**config.mk**
```make
export PLATFORM = sky130hd
export DESIGN_NAME = chip_spread_codec
export DESIGN_NICKNAME = d
export VERILOG_FILES = /design/src/rtl/spread_pkg.sv /design/src/rtl/rate_decode.sv /design/src/rtl/chip_spreader.sv /design/src/rtl/chip_correlator.sv /design/src/rtl/chip_spread_codec.sv
export SDC_FILE = /design/constraint.sdc
export NUM_CORES = 1
export LEC_CHECK = 0
export CORE_AREA = 2 2 89 91
export DETAILED_ROUTE_END_ITERATION = 16
export DIE_AREA = 0 0 91 93
export GPL_TIMING_DRIVEN = 0
export PLACE_DENSITY = 0.93
export SYNTH_ARGS = -nofsm -noshare
export SYNTH_HDL_FRONTEND = slang
export SYNTH_SLANG_ARGS = --single-unit
```
**constraint.sdc**
```tcl
create_clock -name clk -period 9.5 [get_ports clk]
set_input_delay 1.9 -clock clk [delete_from_list [all_inputs] [get_ports clk]]
set_output_delay 1.9 -clock clk [all_outputs]
set_load 0.03 [all_outputs]
```
**src/rtl/spread_pkg.sv**
```systemverilog
package spread_pkg;
    typedef enum logic [1:0] {
        SPAN_FULL  = 2'd0,
        SPAN_HALF  = 2'd1,
        SPAN_DUAL  = 2'd2,
        SPAN_BAD   = 2'd3
    } span_e;

    typedef enum logic [1:0] {
        TX_IDLE = 2'd0,
        TX_PAIR = 2'd1,
        TX_SEND = 2'd2
    } tx_state_e;

    typedef enum logic {
        RX_WAIT = 1'b0,
        RX_ACC  = 1'b1
    } rx_state_e;
endpackage

```
**src/rtl/rate_decode.sv**
```systemverilog
module rate_decode
    import spread_pkg::*;
(
    input  logic [2:0] rate_sel,
    output span_e      span,
    output logic       bad
);
    always_comb begin
        unique case (rate_sel)
            3'b000:         span = SPAN_FULL;
            3'b100, 3'b101: span = SPAN_HALF;
            3'b110:         span = SPAN_DUAL;
            default:        span = SPAN_BAD;
        endcase
        bad = (span == SPAN_BAD);
    end
endmodule

```
**src/rtl/chip_spreader.sv**
```systemverilog
module chip_spreader
    import spread_pkg::*;
#(
    parameter int CODE_LEN = 64
) (
    input  logic                clk,
    input  logic                rst_n,
    input  span_e               span,
    input  logic                bad,
    input  logic                half_sel,
    input  logic [CODE_LEN-1:0] code,
    input  logic                inv,
    input  logic                chip_stb,
    input  logic                in_valid,
    input  logic                in_bit,
    output logic                in_ready,
    output logic                chip,
    output logic                chip_valid
);
    localparam int IDX_W = $clog2(CODE_LEN);
    localparam int HALF  = CODE_LEN / 2;

    tx_state_e        state, state_nx;
    logic [IDX_W-1:0] idx;
    logic             upper;
    logic             pol;
    logic [IDX_W-1:0] last_idx;
    logic [IDX_W-1:0] sel;
    logic             take;
    logic             eff;

    assign last_idx = (span == SPAN_FULL) ? IDX_W'(CODE_LEN - 1) : IDX_W'(HALF - 1);
    assign sel      = upper ? (IDX_W'(HALF) + idx) : idx;
    assign eff      = in_bit ^ inv;
    assign take     = in_valid && in_ready;

    always_comb begin
        state_nx = state;
        unique case (state)
            TX_IDLE: if (take) state_nx = (span == SPAN_DUAL) ? TX_PAIR : TX_SEND;
            TX_PAIR: if (take) state_nx = TX_SEND;
            TX_SEND: if (chip_stb && idx == last_idx) state_nx = TX_IDLE;
            default: state_nx = TX_IDLE;
        endcase
        if (bad) state_nx = TX_IDLE;
    end

    always_ff @(posedge clk or negedge rst_n) begin
        if (!rst_n) state <= TX_IDLE;
        else        state <= state_nx;
    end

    always_ff @(posedge clk or negedge rst_n) begin
        if (!rst_n) begin
            idx   <= '0;
            upper <= 1'b0;
            pol   <= 1'b0;
        end else if (state == TX_IDLE && take) begin
            idx   <= '0;
            pol   <= eff;
            upper <= (span == SPAN_DUAL) ? eff : ((span == SPAN_HALF) && half_sel);
        end else if (state == TX_PAIR && take) begin
            pol   <= eff;
        end else if (state == TX_SEND && chip_stb) begin
            idx   <= idx + 1'b1;
        end
    end

    always_comb begin
        in_ready   = !bad && (state == TX_IDLE || state == TX_PAIR);
        chip_valid = (state == TX_SEND);
        chip       = chip_valid && !(code[sel] ^ pol);
    end
endmodule

```
**src/rtl/chip_correlator.sv**
```systemverilog
module chip_correlator
    import spread_pkg::*;
#(
    parameter int CODE_LEN = 64,
    parameter int CNT_W    = $clog2(CODE_LEN + 1)
) (
    input  logic                clk,
    input  logic                rst_n,
    input  span_e               span,
    input  logic                bad,
    input  logic                half_sel,
    input  logic [CODE_LEN-1:0] code,
    input  logic                inv,
    input  logic [CNT_W-1:0]    thresh,
    input  logic                chip_stb,
    input  logic                chip,
    input  logic                sos,
    input  logic                out_ready,
    output logic                out_valid,
    output logic [1:0]          out_data,
    output logic                out_pair,
    output logic                out_erase
);
    localparam int IDX_W = $clog2(CODE_LEN);
    localparam int HALF  = CODE_LEN / 2;

    rx_state_e        state, state_nx;
    logic [IDX_W-1:0] idx;
    logic [CNT_W-1:0] cnt_a, cnt_b, tot_a, tot_b, len_c, low_lim;
    logic [IDX_W-1:0] last_idx, pos, sel_a, sel_b;
    logic             agree_a, agree_b, start, finish;
    logic [3:0]       verdict;

    assign last_idx = (span == SPAN_FULL) ? IDX_W'(CODE_LEN - 1) : IDX_W'(HALF - 1);
    assign len_c    = (span == SPAN_FULL) ? CNT_W'(CODE_LEN) : CNT_W'(HALF);
    assign low_lim  = len_c - thresh;
    assign start    = !bad && chip_stb && sos;
    assign finish   = !bad && chip_stb && !sos && state == RX_ACC && idx == last_idx;
    assign pos      = sos ? '0 : idx;
    assign sel_a    = ((span == SPAN_HALF) && half_sel) ? (IDX_W'(HALF) + pos) : pos;
    assign sel_b    = IDX_W'(HALF) + pos;
    assign agree_a  = (chip == code[sel_a]);
    assign agree_b  = (chip == code[sel_b]);
    assign tot_a    = cnt_a + CNT_W'(agree_a);
    assign tot_b    = cnt_b + CNT_W'(agree_b);

    always_comb begin
        state_nx = state;
        unique case (state)
            RX_WAIT: if (start) state_nx = RX_ACC;
            RX_ACC:  if (finish) state_nx = RX_WAIT;
            default: state_nx = RX_WAIT;
        endcase
        if (bad) state_nx = RX_WAIT;
    end

    always_ff @(posedge clk or negedge rst_n) begin
        if (!rst_n) state <= RX_WAIT;
        else        state <= state_nx;
    end

    always_ff @(posedge clk or negedge rst_n) begin
        if (!rst_n) begin
            idx   <= '0;
            cnt_a <= '0;
            cnt_b <= '0;
        end else if (start) begin
            idx   <= IDX_W'(1);
            cnt_a <= CNT_W'(agree_a);
            cnt_b <= CNT_W'(agree_b);
        end else if (chip_stb && state == RX_ACC) begin
            idx   <= idx + 1'b1;
            cnt_a <= tot_a;
            cnt_b <= tot_b;
        end
    end

    // verdict = {erase, pair, first, second}
    always_comb begin
        verdict = 4'b1000;
        if (span == SPAN_DUAL) begin
            if      (tot_b >= thresh)  verdict = {2'b01, 1'b1 ^ inv, 1'b1 ^ inv};
            else if (tot_b <= low_lim) verdict = {2'b01, 1'b1 ^ inv, 1'b0 ^ inv};
            else if (tot_a >= thresh)  verdict = {2'b01, 1'b0 ^ inv, 1'b1 ^ inv};
            else if (tot_a <= low_lim) verdict = {2'b01, 1'b0 ^ inv, 1'b0 ^ inv};
            else                       verdict = 4'b1100;
        end else begin
            if      (tot_a >= thresh)  verdict = {3'b000, 1'b1 ^ inv};
            else if (tot_a <= low_lim) verdict = {3'b000, 1'b0 ^ inv};
        end
    end

    always_ff @(posedge clk or negedge rst_n) begin
        if (!rst_n) begin
            out_valid <= 1'b0;
            out_data  <= 2'b00;
            out_pair  <= 1'b0;
            out_erase <= 1'b0;
        end else if (bad) begin
            out_valid <= 1'b0;
        end else if (finish) begin
            out_valid <= 1'b1;
            out_erase <= verdict[3];
            out_pair  <= verdict[2];
            out_data  <= verdict[1:0];
        end else if (out_ready) begin
            out_valid <= 1'b0;
        end
    end
endmodule

```
**src/rtl/chip_spread_codec.sv**
```systemverilog
module chip_spread_codec
    import spread_pkg::*;
#(
    parameter int CODE_LEN = 64,
    parameter int CNT_W    = $clog2(CODE_LEN + 1)
) (
    input  logic                clk,
    input  logic                rst_n,
    input  logic [2:0]          rate_sel,
    input  logic                half_sel,
    input  logic [CODE_LEN-1:0] code,
    input  logic                tx_inv,
    input  logic                rx_inv,
    input  logic [CNT_W-1:0]    thresh,
    output logic                mode_err,
    input  logic                chip_stb,
    input  logic                tx_bit_valid,
    input  logic                tx_bit,
    output logic                tx_ready,
    output logic                tx_chip,
    output logic                tx_chip_valid,
    input  logic                rx_chip,
    input  logic                rx_sos,
    input  logic                rx_ready,
    output logic                rx_valid,
    output logic [1:0]          rx_data,
    output logic                rx_pair,
    output logic                rx_erase
);
    span_e span;

    rate_decode u_dec (
        .rate_sel (rate_sel),
        .span     (span),
        .bad      (mode_err)
    );

    chip_spreader #(.CODE_LEN(CODE_LEN)) u_tx (
        .clk        (clk),
        .rst_n      (rst_n),
        .span       (span),
        .bad        (mode_err),
        .half_sel   (half_sel),
        .code       (code),
        .inv        (tx_inv),
        .chip_stb   (chip_stb),
        .in_valid   (tx_bit_valid),
        .in_bit     (tx_bit),
        .in_ready   (tx_ready),
        .chip       (tx_chip),
        .chip_valid (tx_chip_valid)
    );

    chip_correlator #(.CODE_LEN(CODE_LEN), .CNT_W(CNT_W)) u_rx (
        .clk       (clk),
        .rst_n     (rst_n),
        .span      (span),
        .bad       (mode_err),
        .half_sel  (half_sel),
        .code      (code),
        .inv       (rx_inv),
        .thresh    (thresh),
        .chip_stb  (chip_stb),
        .chip      (rx_chip),
        .sos       (rx_sos),
        .out_ready (rx_ready),
        .out_valid (rx_valid),
        .out_data  (rx_data),
        .out_pair  (rx_pair),
        .out_erase (rx_erase)
    );
endmodule

```
==> summary.md, run 1 <==
| Metric | Value |
|---|---|
| Max clock buf depth | `2` |
| Clock Pin Slew Worst Setup and Hold Paths | `80 ps` |
| EDFF count, synth | `0` |
| Sequential cell area fraction in the yosys report | `0.2237` |
| Pin count of the biggest net entering global routing | `37` |
| Commonest non-fill, non-tap cell in the layout | `clkdlybuf4s50_1` |
| Clock Latency Late Sink | `300 ps` |
| Die Wd | `91 um` |
| Syn avg cell area | `8.832 um^2` |
| Flop pwr share | `0.234` |
| Initial DRC count | `312` |
| Vias/cell | `6.314` |
| Synthesized-area fraction occupied by and/or/nand/nor cells | `0.2199` |
| Worst Path Max Fanout | `10` |
| Post-synthesis xor/xnor area fraction | `0.09537` |
| Setup CP Type | `in2reg` |
| DRT Pass-1 Iters | `5` |
| Starting Density | `0.5351` |
| DRC Markers | `0` |
| Max cap viols | `0` |
| Largest family of logic cells by synthesized area | `simple AND/OR/NAND/NOR gates` |
| Antenna violations before repair | `0` |
| CTS tree | `yes` |
| RSZ-0062 raised after global routing | `no` |
| Setup Viol. Count Final | `0` |
| Clock share of power | `0.140` |
| Critical Path AT | `6790 ps` |
| IO buf count | `93` |
| Die area | `0.008463 mm^2` |
| Internal power | `469.5 uW` |
| CTS Hold Bufs | `0` |
| Clock root cell | `clkbuf_8` |
| Gr usage total | `0.2924` |
| Core Region | `0.007527 mm^2` |
| DP Area | `0.005081 mm^2` |
| Area delta synth->final | `28.33%` |
| Run status | `complete, no violations` |
| Post-Syn Area | `0.004028 mm^2` |
| Syn nets | `573` |
| End-of-flow core utilization | `0.6867` |
| CTS-repair resized insts | `0` |
| Detail Route Antenna Nets | `0` |
| VDD IR max | `0.08879 mV` |
| Final #Nets | `673` |
| Comb pwr share | `0.626` |
| Detailed Route WL | `12040 um` |
| Vias in the first global route | `4331` |
| Area fraction in compound gates after synthesis | `0.1233` |
| First-pass GRT wire length | `20020 um` |
| DPL Wire Length | `9744 um` |
| Commonest non-fill, non-tap cells in the layout | `92 x clkdlybuf4s50_1, 58 x nor2_1, 46 x nand2_1` |
| Leak | `0.002145 uW` |
| Mapped Cells | `456` |
| Most common flop cell mapped by yosys | `dfrtp_1` |
| Post-synthesis mux area share | `0.1799` |
| Fmax | `0.1514 GHz` |
| H-tree depth | `2` |
| CTS sink count | `36` |
| # IOs | `94` |
| Final Power | `806.0 uW` |
| Final Critical Period | `6603 ps` |
| Worst min-delay path class | `reg2reg` |
| Post-CTS setup buffers | `0` |
| FFs w/ async S/R, synth | `1.000` |
| Routed via count | `4161` |
| # diodes | `0` |
| Synth Area in Adders | `0.1044` |
| Final hold vios | `0` |
| Critical path launch point type | `input pin` |
| GRT overflow | `0` |
| Hold Slack | `470.7 ps` |
| Layout cells sized above 1 | `0.1167` |
| TritonCTS Buffers | `5` |
| Gp weighted congestion | `0.9773` |
| Post-synthesis register bit count | `36` |
| Tcrit/Tclk final | `0.6951` |
| Site Rows | `32` |
| Die Y-Extent | `93 um` |
| Post-route cell area | `0.005169 mm^2` |
| Synth warnings | `0` |
| Post-synth cell types | `61` |
| Final setup TNS | `0 ps` |
| Fin. max-slew vios | `0` |
| PwrDens | `155.9 mW/mm^2` |
| Routed WL per cell | `18.27 um` |
| Sw frac | `0.4175` |
| Worst Path Required | `9680 ps` |
| Switching power | `336.5 uW` |
| Worst-Margin Slew | `782.1 ps` |
| Rel. slew slack | `0.4786` |
| Worst setup EP type | `flop` |
| Layout Skew | `6.746 ps` |
[sequential cells by signal, indices dropped and copies added (netlist names)]
signal / flops
u_rx.out_erase: 1
u_rx.state: 1
u_tx.pol: 1
u_rx.out_valid: 1
u_rx.out_data: 2
u_rx.cnt_b: 7
u_tx.state: 2
u_rx.out_pair: 1
u_tx.upper: 1
u_tx.idx: 6
u_rx.cnt_a: 7
u_rx.idx: 6
[per-stage QoR]
stage	setup slack, ps	cells
6_report	2897	659
5_1_grt	2543	659
4_1_cts	2986	659
3_5_place_dp	2752	651
3_3_place_gp	2914	651
2_1_floorplan	3788	456
[cell families after synthesis]
family	count (synthesis)
and+or+nand+nor	181
AOI/OAI and AO/OA	75
DFF	36
buffers and inverters	50
xor gates and xnor gates	43
adders and majority gates	34
muxes	37
[path summary, 6_finish.rpt]
| kind | from | to | slack, ps | cells after the start |
|---|---|---|---|---|
| min in group asynchronous | rst_n | u_tx.idx[3]$_DFFE_PN0P_ | 1670 | 1 |
| max in group asynchronous | rst_n | u_rx.idx[0]$_DFFE_PN0P_ | 7320 | 1 |
| setup / recovery | rx_sos | u_rx.out_data[0]$_DFFE_PN0P_ | 2900 | 23 |
| hold / removal | u_rx.out_erase$_DFFE_PN0P_ | u_rx.out_erase$_DFFE_PN0P_ | 470 | 2 |
| hold reg to reg | u_rx.out_erase$_DFFE_PN0P_ | u_rx.out_erase$_DFFE_PN0P_ | 470 | 2 |
| setup reg to reg | u_rx.idx[2]$_DFFE_PN0P_ | u_rx.out_data[0]$_DFFE_PN0P_ | 4370 | 21 |
[area by class of cell]
cell class / instances / area, um^2
Clock inverter: 3 / 18.77
Tap cell: 102 / 127.6
Fill cell: 574 / 2359
Timing Repair Buffer: 93 / 925.9
Clock buffer: 5 / 68.82
Sequential cell: 36 / 900.9
Buffer: 24 / 117.6
Inverter: 26 / 97.59
Multi-Input combinational cell: 370 / 2912
[power groups by stage]
| stage | sequential (uW) | clock, uW | combinational [uW] |
|---|---|---|---|
| 3_3_place_gp | 189 | 0 | 468 |
| 2_1_floorplan | 187 | 0 | 352 |
| 3_5_place_dp | 191 | 0 | 493 |
| 4_1_cts | 188 | 111 | 496 |
| 5_1_grt | 191 | 121 | 546 |
| 6_report | 189 | 113 | 505 |
[worst max-delay path: stages]
cell,delay (ps)
clkdlybuf4s50_1,520
buf_2,250
buf_2,280
nor2_1,70
a21oi_1,160
o22ai_1,90
a221oi_1,390
a211oi_1,90
mux2i_1,190
xnor2_1,140
ha_1,200
ha_1,210
nand3_1,200
or3_1,430
nand2_1,130
ha_1,260
nand2_1,100
o21ai_0,90
a211oi_1,410
o22ai_1,140
nor3_1,230
o221a_2,220
o21ai_0,70
[per-layer routing]
| metal | global-route usage | wire (um) | up-vias | part of all wire |
|---|---|---|---|---|
| li1 | - | - | 1858 | - |
| met1 | 0.3481 | 4381 | 1989 | 0.36 |
| met2 | 0.5204 | 6215 | 254 | 0.52 |
| met3 | 0.04674 | 957 | 60 | 0.079 |
| met4 | 0.1338 | 488 | 0 | 0.041 |
| met5 | 0 | 0 | - | 0 |
[synthesized netlist by cell type, types with 2 or more instances]
cell type,number,area (um^2)
nor2_1,58,217.7
nand2_1,46,172.7
dfrtp_1,36,900.9
ha_1,32,400.4
mux4_2,28,630.6
inv_1,25,93.84
xnor2_1,25,219.0
a21oi_1,17,85.08
nor3_1,17,85.08
o21ai_0,17,85.08
xor2_1,17,148.9
nand2b_1,11,68.82
nand3_1,11,55.05
a211oi_1,9,67.56
buf_2,9,45.04
clkbuf_1,9,33.78
mux2i_1,6,60.06
nor2b_1,6,37.54
nand4_1,5,31.28
and2_1,4,25.02
nor3b_1,4,30.03
or3_1,4,25.02
a31oi_1,3,18.77
mux2_2,3,33.78
o2111ai_1,3,26.28
o21a_1,3,22.52
o22ai_1,3,18.77
and3_1,2,12.51
buf_1,2,7.510
buf_4,2,15.01
maj3_1,2,20.02
nor3b_2,2,25.02
o2111a_1,2,22.52
o211ai_1,2,15.01
o21bai_1,2,15.01
o221a_2,2,22.52
o31ai_1,2,15.01
or4_1,2,15.01
Power figures use the tool's default switching activity.
==> run 2, diff against run 1 <==
--- a/config.mk
+++ b/config.mk
@@ -5,11 +5,11 @@
 export SDC_FILE = /design/constraint.sdc
 export NUM_CORES = 1
 export LEC_CHECK = 0
-export CORE_AREA = 2 2 89 91
+export CORE_AREA = 2 2 92 94
 export DETAILED_ROUTE_END_ITERATION = 16
-export DIE_AREA = 0 0 91 93
+export DIE_AREA = 0 0 94 96
 export GPL_TIMING_DRIVEN = 0
-export PLACE_DENSITY = 0.93
+export PLACE_DENSITY = 0.88
 export SYNTH_ARGS = -nofsm -noshare
 export SYNTH_HDL_FRONTEND = slang
 export SYNTH_SLANG_ARGS = --single-unit
==> constraint.sdc (replaced) <==
create_clock -name clk -period 6.2 [get_ports clk]
set_input_delay 1.24 -clock clk [delete_from_list [all_inputs] [get_ports clk]]
set_output_delay 1.24 -clock clk [all_outputs]
set_load 0.03 [all_outputs]
==> summary.md, run 2 (synthesis gave the netlist of run 1 again) <==
| Metric | Value |
|---|---|
| Die Wd | `94 um (was 91 um)` |
| Final setup TNS | `0 ps (unchanged)` |
| GRT overflow | `0 (unchanged)` |
| DPL Wire Length | `9031 um (was 9744 um)` |
| Routed via count | `4008 (was 4161)` |
| Die Y-Extent | `96 um (was 93 um)` |
| Pin count of the biggest net entering global routing | `37 (unchanged)` |
| Critical Path AT | `6060 ps (was 6790 ps)` |
| Worst Path Max Fanout | `10 (unchanged)` |
| CP top delay family | `compound AO/OA/AOI/OAI gates (unchanged)` |
| Final Critical Period | `5818 ps` |
| Rel. slew slack | `0.4667 (was 0.4786)` |
| Antenna violations before repair | `0 (unchanged)` |
| VDD IR max | `0.1254 mV (was 0.08879 mV)` |
| Leak | `0.002153 uW (was 0.002145 uW)` |
| Critical path launch point type | `input pin (unchanged)` |
| Worst r2r src | `u_rx.idx[0]$_DFFE_PN0P_ (was u_rx.idx[2]$_DFFE_PN0P_)` |
| Reg2Reg Setup Slack | `1250 ps (was 4370 ps)` |
| DRT Pass-1 Iters | `6 (was 5)` |
| Setup CP Type | `in2reg (unchanged)` |
| Clock Pin Slew Worst Setup and Hold Paths | `80 ps (about the same)` |
| Vias/cell | `6.054 (was 6.314)` |
| Finished Layout Cells | `662 (was 659)` |
| Max stage delay cell, worst path | `clkdlybuf4s50_1 (unchanged)` |
| Worst setup EP type | `flop (unchanged)` |
| Hold Startpoint | `u_rx.out_erase$_DFFE_PN0P_ (unchanged)` |
| Layout Skew | `5.488 ps (was 6.746 ps)` |
| Fin. max-slew vios | `0 (unchanged)` |
| Fill cells | `652 (was 574)` |
| TritonCTS Buffers | `5 (unchanged)` |
| Layout cells sized above 1 | `0.1185 (was 0.1167)` |
| Fmax | `0.1719 GHz` |
| Run status | `complete, no violations (unchanged)` |
| Die area | `0.009024 mm^2 (was 0.008463 mm^2)` |
| Initial DRC count | `269 (was 312)` |
| DRC Markers | `0 (unchanged)` |
| Routed WL per cell | `17.09 um (was 18.27 um)` |
| CP bufs+invs | `3 (unchanged)` |
| Site Rows | `33 (was 32)` |
| RR Endpoint | `u_rx.out_erase$_DFFE_PN0P_ (was u_rx.out_data[0]$_DFFE_PN0P_)` |
| Depth of the most critical reg-to-reg path | `17 (was 21)` |
| Max cap viols | `0 (unchanged)` |
| DP Cell Count | `654 (was 651)` |
| Core Region | `0.008051 mm^2 (was 0.007527 mm^2)` |
| Final #Nets | `673 (unchanged)` |
| PwrDens | `244.7 mW/mm^2 (was 155.9 mW/mm^2)` |
| # IOs | `94 (unchanged)` |
| Setup Viol. Count Final | `0 (unchanged)` |
| Max clock buf depth | `2 (unchanged)` |
| Gp weighted congestion | `0.9534 (was 0.9773)` |
| Worst-Margin Slew | `799.9 ps (was 782.1 ps)` |
| Clock Latency Late Sink | `300 ps (about the same)` |
| Depth of the worst hold-timing path | `2 (unchanged)` |
| Worst-path cell chain | `clkdlybuf4s50_1, buf_2, buf_2, nor2_1, a21oi_1, o22ai_1, a221oi_1, a2111oi_1, nor3_1, nor2_1, ha_1, ha_1, xor2_1, ha_1, nand2_1, o21bai_1, a211oi_1, o32ai_1, maj3_1, or4_1, nand2_1 (was clkdlybuf4s50_1, buf_2, buf_2, nor2_1, a21oi_1, o22ai_1, a221oi_1, a211oi_1, mux2i_1, xnor2_1, ha_1, ha_1, nand3_1, or3_1, nand2_1, ha_1, nand2_1, o21ai_0, a211oi_1, o22ai_1, nor3_1, o221a_2, o21ai_0)` |
| H-tree depth | `2 (unchanged)` |
| Worst Path Required | `6440 ps (was 9680 ps)` |
| IO buf count | `93 (unchanged)` |
| Clock root cell | `clkbuf_8 (unchanged)` |
| Biggest cell delay along the critical path | `520 ps (about the same)` |
| Tcrit/Tclk final | `0.9384` |
| Vias in the first global route | `3856 (was 4331)` |
| First-pass GRT wire length | `17870 um (was 20020 um)` |
| CTS sink count | `36 (unchanged)` |
| # diodes | `0 (unchanged)` |
| CTS tree | `yes (unchanged)` |
| Detail Route Antenna Nets | `0 (unchanged)` |
| RSZ-0062 raised after global routing | `no (unchanged)` |
| Largest regs | `u_rx.cnt_a (7), u_rx.cnt_b (7) (unchanged)` |
| Detailed Route WL | `11310 um (was 12040 um)` |
| Worst min-delay path class | `reg2reg (unchanged)` |
| Starting Density | `0.5002 (was 0.5351)` |
| Commonest non-fill, non-tap cells in the layout | `92 x clkdlybuf4s50_1, 58 x nor2_1, 46 x nand2_1 (unchanged)` |
| Post-CTS setup buffers | `0 (unchanged)` |
| Commonest non-fill, non-tap cell in the layout | `clkdlybuf4s50_1 (unchanged)` |
| Most frequent CP cell | `ha_1 (unchanged)` |
| Hold EP | `u_rx.out_erase$_DFFE_PN0P_ (unchanged)` |
| Gr usage total | `0.2506 (was 0.2924)` |
| Final hold vios | `0 (unchanged)` |
| Area delta synth->final | `29.23% (was 28.33%)` |
run 2: changes by cell type in the layout (fill, tap and decap cells not counted), sizes merged:
cell	change
clkinvlp	+1
clkinv	-3
inv	+1
bufinv	+1
run 2: layout make-up:
| class | instances | area, um^2 | area share |
|---|---|---|---|
| plain buffers | 24 | 117.6 | 0.02260 |
| clock buffers | 5 | 68.82 | 0.01322 |
| flip-flops and latches | 36 | 900.9 | 0.1731 |
| well taps | 105 | 131.4 | 0.02524 |
| clock inverters | 3 | 46.29 | 0.008894 |
| inverters | 26 | 97.59 | 0.01875 |
| multi-input cells | 370 | 2917 | 0.5603 |
| repair buffers | 93 | 925.9 | 0.1779 |
run 2: report_power, final:
group	total (uW)	leakage (uW)	switching, uW	internal [uW]
Combinational	766	0.00161	391	375
Clock	219	0.0000548	97.8	121
Sequential	288	0.000487	23.1	265
run 2: how the worst max path moves through the flow:
| stage | startpoint | endpoint | depth (start not counted) |
|---|---|---|---|
| 6_report | rx_sos | u_rx.out_erase$_DFFE_PN0P_ | 21 |
| 5_1_grt | rx_sos | u_rx.out_erase$_DFFE_PN0P_ | 20 |
| 4_1_cts | rx_sos | u_rx.out_data[0]$_DFFE_PN0P_ | 23 |
| 3_5_place_dp | rx_sos | u_rx.out_data[0]$_DFFE_PN0P_ | 23 |
| 3_3_place_gp | rx_sos | u_rx.out_data[0]$_DFFE_PN0P_ | 23 |
| 2_1_floorplan | code[39] | u_rx.out_data[0]$_DFFE_PN0P_ | 20 |
run 2: metrics by stage:
stage / hold slack (ps) / util / cell area (um^2) / power (uW) / worst slack (ps)
floorplan: 469.9 / - / 4028 / 825.2 / 1148
global placement: 448.9 / 0.6322 / 5090 / 1006 / 266.4
detailed placement: 473.1 / 0.6315 / 5085 / 1041 / 117.9
CTS: 490.8 / 0.6458 / 5200 / 1263 / 429.1
global route: 509.9 / 0.6465 / 5205 / 1357 / 9.842
finish: 479.3 / 0.6465 / 5205 / 1274 / 382.2
run 2: worst register-to-register path, stage by stage (launching register included):
cell and delay, ps:
dfrtp_1 370, buf_2 300, mux4_2 570, o2111a_1 280, a2111oi_1 490, nor3_1 130, nor2_1 180, ha_1 170
nand3_1 160, nor2_1 170, xor2_1 280, ha_1 240, a211oi_1 70, a211oi_1 290, o32ai_1 170, maj3_1 420
or4_1 510, nand2_1 80
run 2: metal layers:
layer	part of all wire	vias up	global-route usage
li1	-	1841	-
met1	0.40	1925	0.3137
met2	0.50	201	0.4446
met3	0.069	41	0.04542
met4	0.030	0	0.07126
met5	0	-	0
run 2: what timing repair did:
item,CTS,global route
gates resized for setup,0,1
endpoints found under the setup margin,0,1
hold buffers,0,0
